<file path="config.mk">
export PLATFORM = sky130hd
export DESIGN_NAME = cmp_event_det
export DESIGN_NICKNAME = d
export VERILOG_FILES = /design/src/rtl/cmp_evt_pkg.sv /design/src/rtl/cmp_sampler.sv /design/src/rtl/cmp_cond_decode.sv /design/src/rtl/cmp_debounce.sv /design/src/rtl/cmp_flag.sv /design/src/rtl/cmp_event_det.sv
export SDC_FILE = /design/constraint.sdc
export NUM_CORES = 1
export LEC_CHECK = 0
export ABC_AREA = 1
export BUFFER_PORTS_ARGS = -buffer_cell sky130_fd_sc_hd__buf_4
export CAP_MARGIN = 10
export CORE_AREA = 2 2 39 41
export CTS_CLUSTER_DIAMETER = 40
export DETAILED_ROUTE_END_ITERATION = 8
export DIE_AREA = 0 0 41 43
export SLEW_MARGIN = 20
export SYNTH_ARGS = -nofsm -noshare
export SYNTH_HDL_FRONTEND = slang
export SYNTH_SLANG_ARGS = --single-unit
</file>
<file path="constraint.sdc">
create_clock -name clk_i -period 1.5 [get_ports clk_i]
set_input_delay 0.225 -clock clk_i [delete_from_list [all_inputs] [get_ports clk_i]]
set_output_delay 0.225 -clock clk_i [all_outputs]
set_load 0.01 [all_outputs]
</file>
<file path="src/rtl/cmp_evt_pkg.sv">
package cmp_evt_pkg;

  typedef enum logic [2:0] {
    MODE_LOW       = 3'b000,
    MODE_RISE      = 3'b001,
    MODE_TOGGLE    = 3'b010,
    MODE_FALL      = 3'b011,
    MODE_HIGH      = 3'b100,
    MODE_DB_FALL   = 3'b101,
    MODE_DB_RISE   = 3'b110,
    MODE_DB_TOGGLE = 3'b111
  } cmp_mode_e;

  function automatic logic is_debounced(cmp_mode_e m);
    return m[2] & (m[1] | m[0]);
  endfunction

endpackage

</file>
<file path="src/rtl/cmp_sampler.sv">
module cmp_sampler (
  input  logic clk_i,
  input  logic rst_ni,
  input  logic active_i,
  input  logic strobe_i,
  input  logic cmp_i,
  output logic smp_o,
  output logic prev_o,
  output logic primed_o
);

  logic prev_q, primed_q;

  assign smp_o    = strobe_i & active_i;
  assign prev_o   = prev_q;
  assign primed_o = primed_q;

  always_ff @(posedge clk_i or negedge rst_ni) begin
    if (!rst_ni) begin
      prev_q   <= 1'b0;
      primed_q <= 1'b0;
    end else if (!active_i) begin
      primed_q <= 1'b0;
    end else if (strobe_i) begin
      prev_q   <= cmp_i;
      primed_q <= 1'b1;
    end
  end

  // the history is rebuilt each time the block becomes active
  assert_prime_clear_R10: assert property (@(posedge clk_i) disable iff (!rst_ni)
    !active_i |=> !primed_q);

endmodule

</file>
<file path="src/rtl/cmp_cond_decode.sv">
module cmp_cond_decode
  import cmp_evt_pkg::*;
(
  input  cmp_mode_e mode_i,
  input  logic      smp_i,
  input  logic      primed_i,
  input  logic      prev_i,
  input  logic      cur_i,
  output logic      direct_hit_o,
  output logic      arm_o
);

  logic rise, fall;

  assign rise = smp_i & primed_i & ~prev_i & cur_i;
  assign fall = smp_i & primed_i & prev_i & ~cur_i;

  always_comb begin
    direct_hit_o = 1'b0;
    arm_o        = 1'b0;
    unique case (mode_i)
      MODE_LOW:       direct_hit_o = smp_i & ~cur_i;
      MODE_HIGH:      direct_hit_o = smp_i & cur_i;
      MODE_RISE:      direct_hit_o = rise;
      MODE_FALL:      direct_hit_o = fall;
      MODE_TOGGLE:    direct_hit_o = rise | fall;
      MODE_DB_RISE:   arm_o        = rise;
      MODE_DB_FALL:   arm_o        = fall;
      MODE_DB_TOGGLE: arm_o        = rise | fall;
      default: ;
    endcase
  end

endmodule

</file>
<file path="src/rtl/cmp_debounce.sv">
module cmp_debounce #(
  parameter int OVF_WAIT = 2
) (
  input  logic clk_i,
  input  logic rst_ni,
  input  logic active_i,
  input  logic dbm_i,
  input  logic arm_i,
  input  logic smp_i,
  input  logic cur_i,
  input  logic ovf_i,
  output logic hit_o
);

  localparam int CNT_W = $clog2(OVF_WAIT + 1);
  localparam logic [CNT_W-1:0] CNT_DONE = CNT_W'(OVF_WAIT);

  logic             busy_q, exp_q, done;
  logic [CNT_W-1:0] cnt_q;

  assign done  = busy_q & (cnt_q == CNT_DONE);
  assign hit_o = done & dbm_i & smp_i & (cur_i == exp_q);

  always_ff @(posedge clk_i or negedge rst_ni) begin
    if (!rst_ni) begin
      busy_q <= 1'b0;
      exp_q  <= 1'b0;
      cnt_q  <= '0;
    end else if (!active_i || !dbm_i) begin
      busy_q <= 1'b0;
      cnt_q  <= '0;
    end else if (!busy_q) begin
      if (arm_i) begin
        busy_q <= 1'b1;
        exp_q  <= cur_i;
        cnt_q  <= '0;
      end
    end else if (done) begin
      // resample slot: leave the wait on the next strobe, hit or not
      if (smp_i) busy_q <= 1'b0;
    end else if (ovf_i) begin
      cnt_q <= cnt_q + CNT_W'(1);
    end
  end

  assert_cnt_bound_R7: assert property (@(posedge clk_i) disable iff (!rst_ni)
    cnt_q <= CNT_DONE);

  assert_abort_on_disable_R9: assert property (@(posedge clk_i) disable iff (!rst_ni)
    (busy_q && !active_i) |=> (!busy_q && cnt_q == '0));

  assert_no_early_hit_R7: assert property (@(posedge clk_i) disable iff (!rst_ni)
    (busy_q && cnt_q != CNT_DONE) |-> !hit_o);

endmodule

</file>
<file path="src/rtl/cmp_flag.sv">
module cmp_flag (
  input  logic clk_i,
  input  logic rst_ni,
  input  logic set_i,
  input  logic clr_i,
  input  logic irq_en_i,
  output logic flag_o,
  output logic irq_o
);

  logic flag_q;

  always_ff @(posedge clk_i or negedge rst_ni) begin
    if (!rst_ni)     flag_q <= 1'b0;
    else if (set_i)  flag_q <= 1'b1;
    else if (clr_i)  flag_q <= 1'b0;
  end

  assign flag_o = flag_q;
  assign irq_o  = flag_q & irq_en_i;

  assert_sticky_R4: assert property (@(posedge clk_i) disable iff (!rst_ni)
    (flag_q && !clr_i) |=> flag_q);

  assert_set_wins_R4: assert property (@(posedge clk_i) disable iff (!rst_ni)
    set_i |=> flag_q);

endmodule

</file>
<file path="src/rtl/cmp_event_det.sv">
module cmp_event_det
  import cmp_evt_pkg::*;
#(
  parameter int OVF_WAIT = 2
) (
  input  logic       clk_i,
  input  logic       rst_ni,
  input  logic       cmp_i,
  input  logic       sample_i,
  input  logic       tmr_ovf_i,
  input  logic       en_i,
  input  logic [2:0] mode_i,
  input  logic       low_pwr_i,
  input  logic       flag_clr_i,
  input  logic       irq_en_i,
  output logic       flag_o,
  output logic       irq_o
);

  cmp_mode_e mode;
  logic active, smp, prev, primed, direct_hit, arm, db_hit, evt_set;

  assign mode   = cmp_mode_e'(mode_i);
  assign active = en_i & ~low_pwr_i;

  cmp_sampler u_sampler (
    .clk_i    (clk_i),
    .rst_ni   (rst_ni),
    .active_i (active),
    .strobe_i (sample_i),
    .cmp_i    (cmp_i),
    .smp_o    (smp),
    .prev_o   (prev),
    .primed_o (primed)
  );

  cmp_cond_decode u_decode (
    .mode_i       (mode),
    .smp_i        (smp),
    .primed_i     (primed),
    .prev_i       (prev),
    .cur_i        (cmp_i),
    .direct_hit_o (direct_hit),
    .arm_o        (arm)
  );

  cmp_debounce #(.OVF_WAIT(OVF_WAIT)) u_debounce (
    .clk_i    (clk_i),
    .rst_ni   (rst_ni),
    .active_i (active),
    .dbm_i    (is_debounced(mode)),
    .arm_i    (arm),
    .smp_i    (smp),
    .cur_i    (cmp_i),
    .ovf_i    (tmr_ovf_i),
    .hit_o    (db_hit)
  );

  assign evt_set = direct_hit | db_hit;

  cmp_flag u_flag (
    .clk_i    (clk_i),
    .rst_ni   (rst_ni),
    .set_i    (evt_set),
    .clr_i    (flag_clr_i),
    .irq_en_i (irq_en_i),
    .flag_o   (flag_o),
    .irq_o    (irq_o)
  );

  // nothing is detected while inactive
  assert_idle_no_set_R2: assert property (@(posedge clk_i) disable iff (!rst_ni)
    !active |-> !evt_set);

  assert_rise_after_strobe_R3: assert property (@(posedge clk_i) disable iff (!rst_ni)
    $rose(flag_o) |-> $past(sample_i && active));

endmodule

</file>
== Word-level counts from Yosys, hierarchy flattened ==
Index checks and enable logic that the tools add are counted.
W data, S select, Z words.

* Equality and inequality tests: 12
* Bitwise operators: 23
* Muxes and demuxes: 16
* Reduce and logical (&&, ||, !) cells: 9
* Add/subtract/negate cells: 1

{| class="wikitable"
|+ Operators with widths
! kind !! count
|-
| $and A1 B1 Y1 || 15
|-
| $eq A3 B3 Y1 const B || 4
|-
| $mux W2 || 5
|-
| $mux W1 || 9
|-
| $eq A3 B2 Y1 const B || 2
|-
| $ne A3 B3 Y1 const B || 2
|-
| $reduce_and A3 Y1 || 2
|-
| $not A1 Y1 || 5
|-
| $pmux W1 S5 || 1
|-
| $eq A3 B1 Y1 const B || 1
|-
| $logic_not A3 Y1 || 1
|-
| $or A1 B1 Y1 || 3
|-
| $pmux W1 S3 || 1
|-
| $reduce_bool A3 Y1 || 1
|-
| $add A2 B1 Y2 const B || 1
|-
| $eq A2 B2 Y1 const B || 1
|-
| $logic_not A1 Y1 || 2
|-
| $ne A2 B2 Y1 const B || 1
|-
| $reduce_and A2 Y1 || 1
|-
| $reduce_bool A2 Y1 || 1
|-
| $eq A1 B1 Y1 || 1
|-
| $logic_or A1 B1 Y1 || 1
|}

* Output and inout port bits: 2
* Register bits: 7
* Word-level logic and storage cells: 67

== Longest topological paths before layout ==
Gate-level depths: netlist of run 1.

* Depth in word-level cells: 11
* Mapped depth: 9

== Hierarchy ==
Synthesis of run 1 repeated with hierarchy kept, for this count alone.

* Cells, all modules: 78
* Area, all modules: 499.2 sq um

{| class="wikitable"
|+ Modules (own cells, without submodules)
! module !! area each (sq um) !! cells each !! times used
|-
| cmp_debounce || 235.2 || 30 || 1
|-
| cmp_cond_decode || 111.4 || 26 || 1
|-
| cmp_sampler || 80.1 || 9 || 1
|-
| cmp_flag || 47.5 || 7 || 1
|-
| cmp_event_det || 25.0 || 6 || 1
|}

== Worst setup path after synthesis of run 1 ==
Ideal clock, no wire load.

* Path type: register to register
* From: register u_debounce.cnt_q[0]
* To: register u_debounce.cnt_q[0]
* Path slack: 400 ps
* Required time: 1383 ps
* Arrival: 983 ps
* Path buffers: 0
* Library setup time: 117 ps
* Stages on the path, launching flop included: 9
* Path through: dfrtp_1 -> inv_1 -> ha_1 -> nand2_1 -> inv_1 -> nor2_1 -> nand2_1 -> nand3_1 -> nand2_1

* Cells in the longest elaborated chain, start to end: 5
* Elaborated cells between the ends (all ways): 9
* Classes of those cells: add/sub (1); eq/ne (2); mux (4); bitwise (1); reduce/logical (1)

{| class="wikitable"
|+ RTL lines
! what !! line !! text
|-
| start: declaration || cmp_debounce.sv:19 || <nowiki>logic [CNT_W-1:0] cnt_q;</nowiki>
|-
| start signal: assignment || cmp_debounce.sv:42 || <nowiki>cnt_q <= cnt_q + CNT_W'(1);</nowiki>
|-
| $add A2 B1 Y2 || cmp_debounce.sv:42 ||
|-
| $mux W2 || cmp_debounce.sv:41 || <nowiki>end else if (ovf_i) begin</nowiki>
|-
| $mux W2 || cmp_debounce.sv:38 || <nowiki>end else if (done) begin</nowiki>
|-
| $mux W2 || cmp_debounce.sv:32 || <nowiki>end else if (!busy_q) begin</nowiki>
|-
| $mux W2 || cmp_debounce.sv:29 || <nowiki>end else if (!active_i || !dbm_i) begin</nowiki>
|}

Several ways; a longest one is shown, not always the timed one. The select of a mux whose other input is x is not followed.
A chain may end at the register's enable or synchronous reset.

== Final worst setup path of run 1 ==
* From: register u_debounce.cnt_q[0]
* To: register u_debounce.cnt_q[1]

Same word-level chain as after synthesis.

==> results.yml, run 1 <==
status:
  status: "finished clean"
yosys:
  synth_cells: 67
  syn_nets: 80
  synth_area_um2: 476.7
  synth-seq-cells: 7
  ys_seq_area_share_pct: 36.75
  synth_cell_types: 18
  synth.avg_cell_area_um2: 7.115
  ys_warn_count: 0
cts:
  post-cts-setup-buffers: 0
  cts_sinks: 7
  htreeDepth: 1
  cts_buffers: 3
  cts_tree: "built"
  clk_latency_ns: 0.25
  cts.path.max_buffers: 2
  cts_root_buf: "clkbuf_4"
  clkTransAtPathRegs_ns: 0.06
floorplanning:
  die_w_um: 41
  rows: 14
  num_io_pins: 14
  coreArea_mm2: 0.001384
  initial_utilization_pct: 34.45
  die_area_mm2: 0.001763
  die_h_um: 43
global_routing:
  grt_pass1_wl_mm: 1.711
  gr-usage-all-layers_pct: 15.37
  overflow: 0
  antenna_found_initial: 0
  grt_pass1_vias: 437
  grt_max_degree: 8
routing:
  first_pass_iters: 4
  via_count: 456
  wl_mm: 1.026
  antenna_left: 0
  initialDrtViolationCount: 8
  wl_per_cell_um: 10.16
  vias_per_cell: 4.515
  drc_errors: 0
timing:
  hold_viol_final: 0
  setup_viol: 0
  maxSlewViolCount: 0
  hold-worst-slack_ns: 0.2290
  min_period_over_period_pct: 82.28
  fin_ws_ns: 0.2658
  final.setup.tns_ns: 0
  relSlewSlack_pct: 86.37
  worst_pin_slew_ns: 0.2037
  rsz0062_at_grt: "no"
  period_minus_slack_ns: 1.234
  max_freq_ghz: 0.8103
  fin_skew_ns: 0.007829
hold_path:
  hp-class: "in -> reg"
worst_setup_path:
  setup.worst_path.start: "u_debounce.cnt_q[0]$_DFFE_PN0P_"
  crit_type: "reg -> reg"
  cp-start-kind: "register"
  cp_max_fo: 3
  cp-end-kind: "register"
  required_ns: 1.64
  setup.worst_path.end: "u_debounce.cnt_q[1]$_DFFE_PN0P_"
  rrSetupSlack_ns: 0.27
  r2r-end: "u_debounce.cnt_q[1]$_DFFE_PN0P_"
  cp_data_arrival_time_ns: 1.38
  timing.rr.start: "u_debounce.cnt_q[0]$_DFFE_PN0P_"
  r2r_cells: 8
placement:
  place_ws_ns: 0.2860
  placed_cells: 96
  gp_congestion: 0.7344
  dpl.hpwl_um: 828.3
  io_buffers: 13
  placed_area_um2: 594.3
final_layout:
  drive_gt1_share_pct: 28.24
  diodes: 0
  final_util_pct: 45.57
  final_cells: 101
  syn2layout_area_growth_pct: 32.28
  num-fill-cells: 146
  final_cell_area_um2: 630.6
  fin_nets: 99
flow_run:
  cap_violations: 0
pwr:
  power-per-cell-area_mw_per_mm2: 703.0
  power_leakage_nw: 0.3429
  peakVddDrop_uv: 340.7
  total_power_mw: 0.4433
worst max-delay path, cell delays in order (launching register included):
cell and delay [ns]:
dfrtp_1 0.36, inv_1 0.05, ha_1 0.19, nand2_1 0.06, inv_1 0.05, nor2_1 0.19
nand2_1 0.10, nand3_1 0.07, nand2_1 0.06
power by group:
group	switching (mW)	internal, mW
combinational	0.0343	0.0332
sequential	0.00486	0.196
clock	0.0729	0.102
how the worst min path moves through the flow:
stage                      start                               to  cells past startpoint  slack, ns
after global routing       cmp_i     u_debounce.exp_q$_DFFE_PN0P_                      3       0.23
after detailed placement  rst_ni  u_debounce.cnt_q[1]$_DFFE_PN0P_                      1       0.04
after CTS                  cmp_i     u_debounce.exp_q$_DFFE_PN0P_                      3       0.22
after global placement    rst_ni        u_flag.flag_o$_DFFE_PN0P_                      1       0.05
after floorplan           rst_ni      u_debounce.busy_q$_DFF_PN0_                      0      -0.07
final                      cmp_i     u_debounce.exp_q$_DFFE_PN0P_                      3       0.23
cell usage in the layout (no fill, tap or decap), drive strengths merged:
cell / Yosys / layout
a21oi: 3 / 3
buf: 0 / 13
clkbuf: 0 / 4
dfrtp: 7 / 7
dlygate4sd3: 0 / 1
ha: 1 / 1
inv: 13 / 13
nand2: 13 / 13
nand3: 10 / 10
nand3b: 1 / 1
nand4: 1 / 1
nor2: 9 / 9
nor3: 2 / 2
o21ai: 5 / 5
xor2: 2 / 2
cell usage after synthesis, drive strengths merged:
cell type / number / share of area [%]
nand3: 10 / 13
nand4: 1 / 1.3
nand2: 13 / 10
dfrtp: 7 / 37
a21oi: 3 / 3.1
xor2: 2 / 3.7
nand3b: 1 / 1.6
nor2: 9 / 9.7
inv: 13 / 10
nor3: 2 / 2.1
ha: 1 / 2.6
o21ai: 5 / 6.0
routing by layer:
metal | up-vias | track usage, % | share of wire (%)
met4 | 0 | 8.000 | 0.78
met5 | - | 0 | 0
met1 | 192 | 15.46 | 44
met3 | 2 | 6.283 | 3.1
li1 | 252 | - | -
met2 | 10 | 25.31 | 52
flip-flops by register name, indices dropped and copies added (netlist names):
register and flops:
u_debounce.busy_q 1, u_sampler.primed_o 1, u_flag.flag_o 1, u_debounce.cnt_q 2, u_sampler.prev_o 1, u_debounce.exp_q 1
area by class of cell:
class | count | area [um^2] | share of cell area, %
clock buffer | 4 | 26.28 | 4.167
inverter | 13 | 48.80 | 7.738
multi-input combinational | 47 | 252.7 | 40.08
sequential | 7 | 175.2 | 27.78
tap | 16 | 20.02 | 3.175
timing repair buffer | 14 | 107.6 | 17.06
repair_timing:
action                                 CTS  global route
endpoints found under the hold margin    7             0
hold buffers                             1             0
resized for setup                        0             0
cell families (layout without fill, tap and decap cells):
kind of cell,after synthesis,after routing,share of synthesized area (%)
AND/OR/NAND/NOR,36,36,37.53
buffers and inverters,13,31,10.24
AO/OA/AOI/OAI,8,8,9.184
flip-flops,7,7,36.75
XOR/XNOR,2,2,3.675
adder cells (fa/ha/maj),1,1,2.624
Note: power is estimated with default switching activity, not from simulation.
==> run 2, diff against run 1 <==
--- a/config.mk
+++ b/config.mk
@@ -5,7 +5,7 @@
 export SDC_FILE = /design/constraint.sdc
 export NUM_CORES = 1
 export LEC_CHECK = 0
-export ABC_AREA = 1
+export ABC_AREA = 0
 export BUFFER_PORTS_ARGS = -buffer_cell sky130_fd_sc_hd__buf_4
 export CAP_MARGIN = 10
 export CORE_AREA = 2 2 39 41
==> constraint.sdc (replaced) <==
create_clock -name clk_i -period 1 [get_ports clk_i]
set_input_delay 0.15 -clock clk_i [delete_from_list [all_inputs] [get_ports clk_i]]
set_output_delay 0.15 -clock clk_i [all_outputs]
set_load 0.01 [all_outputs]
==> run 2 against run 1 <==
The flow now finishes with violations (setup timing). Sequential share of layout area is 6.2 points lower. Worst setup slack lost 0.67 ns. First-iteration DRC count is the same. Synthesized cell count down 28%. Clock skew shrank 0.0060 ns. Flip-flop and latch count is the same. Non-clock buffer count increased by 15. Cell count fell by 5.0%. Total power rose by 71%. Combinational power increased to 2.7 times the previous value. Die area stayed put.
==> results.yml, run 2 <==
status:
  status: "complete, but fails checks"
  failed_checks: "setup timing"
yosys:
  yosysMostFrequentCell: "dfrtp_1"
  synth_top_area_cell: "dfrtp_1"
  synth.avg_cell_area_um2: 9.697
  synth_cell_types: 26
  synth_cells: 48
  syn_nets: 61
  ys_seq_area_share_pct: 37.63
  ys.flop_type: "dfrtp_1"
  synth-seq-cells: 7
  synth-edff-count: 0
  synthTopCellsByCount: "7 x dfrtp_1, 3 x and2_1, 3 x nand3b_1, 3 x nor3_1, 3 x o21ai_0"
  synthTopCellsByArea: "dfrtp_1 38%, nand3b_1 4.8%, and2_1 4.0%"
  synth_top_area_share_pct: 37.63
  async_flop_share_pct: 100.0
  synth_area_um2: 465.4
  ys_warn_count: 0
worst_setup_path:
  cp-start-kind: "register"
  cp_top_family: "flip-flops"
  cp_data_arrival_time_ns: 1.54
  rrSetupSlack_ns: -0.40
  timing.rr.start: "u_sampler.prev_o$_DFFE_PN0P_"
  path_cells: "and3b_1 > o2111ai_2 > nor3_2 > mux2_4"
  crit_type: "reg -> reg"
  crit_buf_inv: 0
  required_ns: 1.14
  r2r-end: "u_debounce.exp_q$_DFFE_PN0P_"
  cp_max_fo: 4
  r2r_cells: 4
  cp-end-kind: "register"
  max_stage_delay_ns: 0.40
  slowest_stage: "dfrtp_1"
final_layout:
  fin_nets: 94
  largest_register_ffs: 2
  final_common_cell: "buf_4"
  layout_common_cells: "23 x buf_4, 7 x dfrtp_1, 5 x buf_6"
  final_util_pct: 58.68
  final_cell_area_um2: 812.0
  syn2layout_area_growth_pct: 74.46
  diodes: 0
  drive_gt1_share_pct: 58.75
  largest_register: "u_debounce.cnt_q"
pwr:
  peakVddDrop_uv: 731.4
  power_leakage_nw: 0.3561
  total_power_mw: 0.7559
  power-per-cell-area_mw_per_mm2: 930.9
cts:
  cts_root_buf: "clkbuf_4"
  cts_buffers: 3
  clkTransAtPathRegs_ns: 0.06
  cts.path.max_buffers: 2
  clk_latency_ns: 0.26
  htreeDepth: 1
  cts_tree: "built"
  cts_sinks: 7
hold_path:
  holdPathStages: 2
  worstHoldEndpoint: "u_sampler.primed_o$_DFFE_PN0P_"
  hp-class: "in -> reg"
  hp-start: "sample_i"
floorplanning:
  num_io_pins: 14
  rows: 14
  initial_utilization_pct: 33.63
  die_area_mm2: 0.001763
  coreArea_mm2: 0.001384
  die_h_um: 43
  die_w_um: 41
timing:
  period_minus_slack_ns: 1.400
  hold_viol_final: 0
  fin_ws_ns: -0.4001
  max_freq_ghz: 0.7143
  relSlewSlack_pct: 78.43
  min_period_over_period_pct: 140.0
  maxSlewViolCount: 0
  rsz0062_at_grt: "yes"
  worst_pin_slew_ns: 0.3229
  setup_viol: 7
  fin_skew_ns: 0.001878
global_routing:
  antenna_found_initial: 0
  grt_max_degree: 8
  overflow: 0
  gr-usage-all-layers_pct: 15.53
  grt_pass1_wl_mm: 1.807
  grt_pass1_vias: 417
routing:
  wl_per_cell_um: 12.82
  wl_mm: 1.231
  initialDrtViolationCount: 8
  first_pass_iters: 3
  via_count: 474
  vias_per_cell: 4.938
  antenna_left: 0
  drc_errors: 0
placement:
  placed_area_um2: 675.6
  io_buffers: 13
  gp_congestion: 0.7543
  place_ws_ns: -0.3800
flow_run:
  cap_violations: 0
==> run 2: changes by cell type after synthesis, sizes merged, moves of 3 or more <==
cell	change
inv	-11
nand3	-9
and2	+3
nand2	-12
nor2	-7
==> run 2: worst max-delay path by stage <==
| stage | end | cells past startpoint | from |
|---|---|---|---|
| 2_1_floorplan | u_debounce.exp_q$_DFFE_PN0P_ | 4 | u_sampler.prev_o$_DFFE_PN0P_ |
| 3_3_place_gp | u_debounce.exp_q$_DFFE_PN0P_ | 4 | u_sampler.prev_o$_DFFE_PN0P_ |
| 3_5_place_dp | u_debounce.exp_q$_DFFE_PN0P_ | 4 | u_sampler.prev_o$_DFFE_PN0P_ |
| 4_1_cts | u_debounce.exp_q$_DFFE_PN0P_ | 4 | u_sampler.prev_o$_DFFE_PN0P_ |
| 5_1_grt | u_debounce.exp_q$_DFFE_PN0P_ | 4 | u_sampler.prev_o$_DFFE_PN0P_ |
| 6_report | u_debounce.exp_q$_DFFE_PN0P_ | 4 | u_sampler.prev_o$_DFFE_PN0P_ |
==> run 2: cell families (layout without fill, tap and decap cells) <==
group,after synthesis,in the layout,share of synthesized area (%)
xor gates and xnor gates,2,2,3.764
buffers and inverters,3,35,3.227
muxes,2,2,4.838
and+or+nand+nor,21,21,28.76
AOI/OAI and AO/OA,12,12,19.08
DFF,7,7,37.63
adders and majority gates,1,1,2.688
==> run 2: repair_timing <==
| item | in CTS | in global routing |
|---|---|---|
| gates resized for setup | 15 | 6 |
| setup buffers | 1 | 2 |
| hold buffers | 1 | 0 |
| pin swaps | 11 | 6 |
| endpoints found under the hold margin | 7 | 0 |
| setup endpoints to repair | 7 | 7 |
==> run 2: area by class of cell <==
type	count	area (um^2)
fillers	124	571.8
inverters	2	7.507
flip-flops and latches	7	175.2
well taps	16	20.02
repair buffers	29	239.0
multi-input cells	38	344.1
clock buffers	4	26.28
==> run 2: stage by stage <==
stage               hold WS (ns)  std cells  setup TNS [ns]
finish                    0.1309         96          -1.828
global route              0.1381         96          -2.236
floorplan                -0.1456         48          -1.078
CTS                       0.1242         94          -1.764
global placement        -0.02828         88          -1.539
detailed placement      -0.02896         88          -1.729
==> run 2: per-layer routing <==
metal	GRT usage (%)	share of wire, %	vias up
met2	21.56	52	9
met1	22.00	44	221
li1	-	-	242
met4	6.000	1.1	0
met5	0	0	-
met3	4.712	3.1	2
==> run 2: worst reg2reg max path: stages (launching register included) <==
cell and delay, ns:
dfrtp_1 0.40, and3b_1 0.23, o2111ai_2 0.17, nor3_2 0.17
mux2_4 0.31
==> run 2: report_power, final <==
group	internal, mW	switching, mW	total (mW)	leakage (nW)
sequential	0.295	0.0105	0.305	0.0949
combinational	0.111	0.0683	0.179	0.246
clock	0.153	0.118	0.271	0.0150
total	0.559	0.197	0.756	0.356
==> run 3, diff against run 2 <==
--- a/config.mk
+++ b/config.mk
@@ -12,6 +12,8 @@
 export CTS_CLUSTER_DIAMETER = 40
 export DETAILED_ROUTE_END_ITERATION = 8
 export DIE_AREA = 0 0 41 43
+export GPL_ROUTABILITY_DRIVEN = 1
+export REMOVE_ABC_BUFFERS = 1
 export SLEW_MARGIN = 20
 export SYNTH_ARGS = -nofsm -noshare
 export SYNTH_HDL_FRONTEND = slang
==> run 3 against run 2 <==
The flow still finishes with violations (setup timing). Global-route usage rose by 2.1 points. Via count shrank 2.1%. Maximum frequency increased by 1.6%. Wire length fell by 8.9%. Combinational power down 18%. Clock power down 4%. Final area is 9.7% lower. Count of clock-buffer cells in the layout fell by 1. Cell count decreased by 4.2%. Critical path depth unchanged. Critical endpoint unchanged. Largest cell class unchanged. Highest routed layer unchanged.
==> results.yml, run 3 (synthesized netlist as in run 2, its figures left out) <==
pwr:
  combPwrFrac_pct: 20.7
  peakVddDrop_uv: 713.1
  swShare_pct: 25.28
  power-per-cell-area_mw_per_mm2: 970.2
  power_leakage_nw: 0.3243
  netSwitchingPower_mw: 0.1798
  p_int_mw: 0.5315
  total_power_mw: 0.7113
  pwr-share-clk_pct: 36.5
  seqPwrFrac_pct: 42.9
floorplanning:
  die_h_um: 43
  die_area_mm2: 0.001763
  die_w_um: 41
  rows: 14
  initial_utilization_pct: 33.63
  num_io_pins: 14
  coreArea_mm2: 0.001384
worst_setup_path:
  crit_type: "reg -> reg"
  cp-start-kind: "register"
  cp_max_fo: 4
  cp_data_arrival_time_ns: 1.52
  required_ns: 1.15
  cp-end-kind: "register"
final_layout:
  final_cell_area_um2: 733.2
  layout_common_cells: "21 x buf_4, 7 x dfrtp_1"
  largest_register: "u_debounce.cnt_q"
  fin_nets: 90
  largest_register_ffs: 2
  final_util_pct: 52.98
  syn2layout_area_growth_pct: 57.53
  final_common_cell: "buf_4"
  final_cells: 92
  diodes: 0
  drive_gt1_share_pct: 48.68
routing:
  wl_per_cell_um: 12.20
  initialDrtViolationCount: 4
  vias_per_cell: 5.043
  antenna_left: 0
  first_pass_iters: 2
  drc_errors: 0
  wl_mm: 1.122
  via_count: 464
cts:
  cts_sinks: 7
  cts_tree: "built"
  post-cts-setup-buffers: 0
  clk_latency_ns: 0.26
  cts.path.max_buffers: 2
  cts_buffers: 3
  cts_root_buf: "clkbuf_4"
  htreeDepth: 1
  clkTransAtPathRegs_ns: 0.05
timing:
  rsz0062_at_grt: "yes"
  hold_viol_final: 0
  fin_ws_ns: -0.3776
  relSlewSlack_pct: 76.34
  period_minus_slack_ns: 1.378
  hold-worst-slack_ns: 0.1305
  setup_viol: 7
  worst_pin_slew_ns: 0.3540
  maxSlewViolCount: 0
  max_freq_ghz: 0.7259
  fin_skew_ns: 0.002660
  final.setup.tns_ns: -1.680
  min_period_over_period_pct: 137.8
status:
  status: "complete, but fails checks"
  failed_checks: "setup timing"
flow_run:
  cap_violations: 0
placement:
  dpl.hpwl_um: 907.4
  io_buffers: 13
  placed_area_um2: 658.1
  place_ws_ns: -0.3973
  gp_congestion: 0.7379
  placed_cells: 87
hold_path:
  hp-class: "in -> reg"
global_routing:
  grt_max_degree: 8
  gr-usage-all-layers_pct: 17.63
  grt_pass1_wl_mm: 2.035
  overflow: 0
  antenna_found_initial: 0
  grt_pass1_vias: 485
run 3: worst paths after layout:
check	slack (ns)	end	start	cells after the start
worst max register to register	-0.38	u_debounce.exp_q$_DFFE_PN0P_	u_sampler.prev_o$_DFFE_PN0P_	4
worst max-delay path	-0.38	u_debounce.exp_q$_DFFE_PN0P_	u_sampler.prev_o$_DFFE_PN0P_	4
worst min-delay path	0.13	u_sampler.primed_o$_DFFE_PN0P_	sample_i	2
worst min register to register	0.54	u_sampler.primed_o$_DFFE_PN0P_	u_sampler.primed_o$_DFFE_PN0P_	1
min in group asynchronous	0.24	u_debounce.cnt_q[1]$_DFFE_PN0P_	rst_ni	2
max in group asynchronous	0.64	u_debounce.busy_q$_DFF_PN0_	rst_ni	2
run 3: power by group through the flow:
stage / Sequential (mW) / Combinational [mW] / Clock (mW)
after floorplan: 0.309 / 0.0465 / 0
after global placement: 0.310 / 0.133 / 0
after detailed placement: 0.309 / 0.135 / 0
after CTS: 0.304 / 0.146 / 0.272
after global routing: 0.307 / 0.165 / 0.283
final: 0.305 / 0.147 / 0.260
run 3: cell type report:
class | count | area, um^2
Fill cell | 136 | 650.6
Multi-Input combinational cell | 38 | 301.5
Timing Repair Buffer | 25 | 201.4
Sequential cell | 7 | 175.2
Clock buffer | 3 | 22.52
Tap cell | 16 | 20.02
Inverter | 2 | 7.507
Clock inverter | 1 | 5.005
run 3: what timing repair did:
item,CTS,global route
pin swaps,5,1
cloned,0,0
resized for setup,8,5
hold buffers,1,0
setup endpoints to repair,7,7
hold endpoints to repair,7,0
run 3: layer usage:
metal	track usage, %	vias to the layer above	part of all wire [%]
li1	-	235	-
met1	19.87	215	42
met2	26.25	9	50
met3	7.853	5	5.3
met4	10.00	0	2.8
met5	0	-	0
run 3: worst max-delay path: stages (launching register included):
cell and delay [ns]:
dfrtp_1 0.40, and3b_1 0.23, o2111ai_2 0.16, nor3_2 0.16, mux2_4 0.31
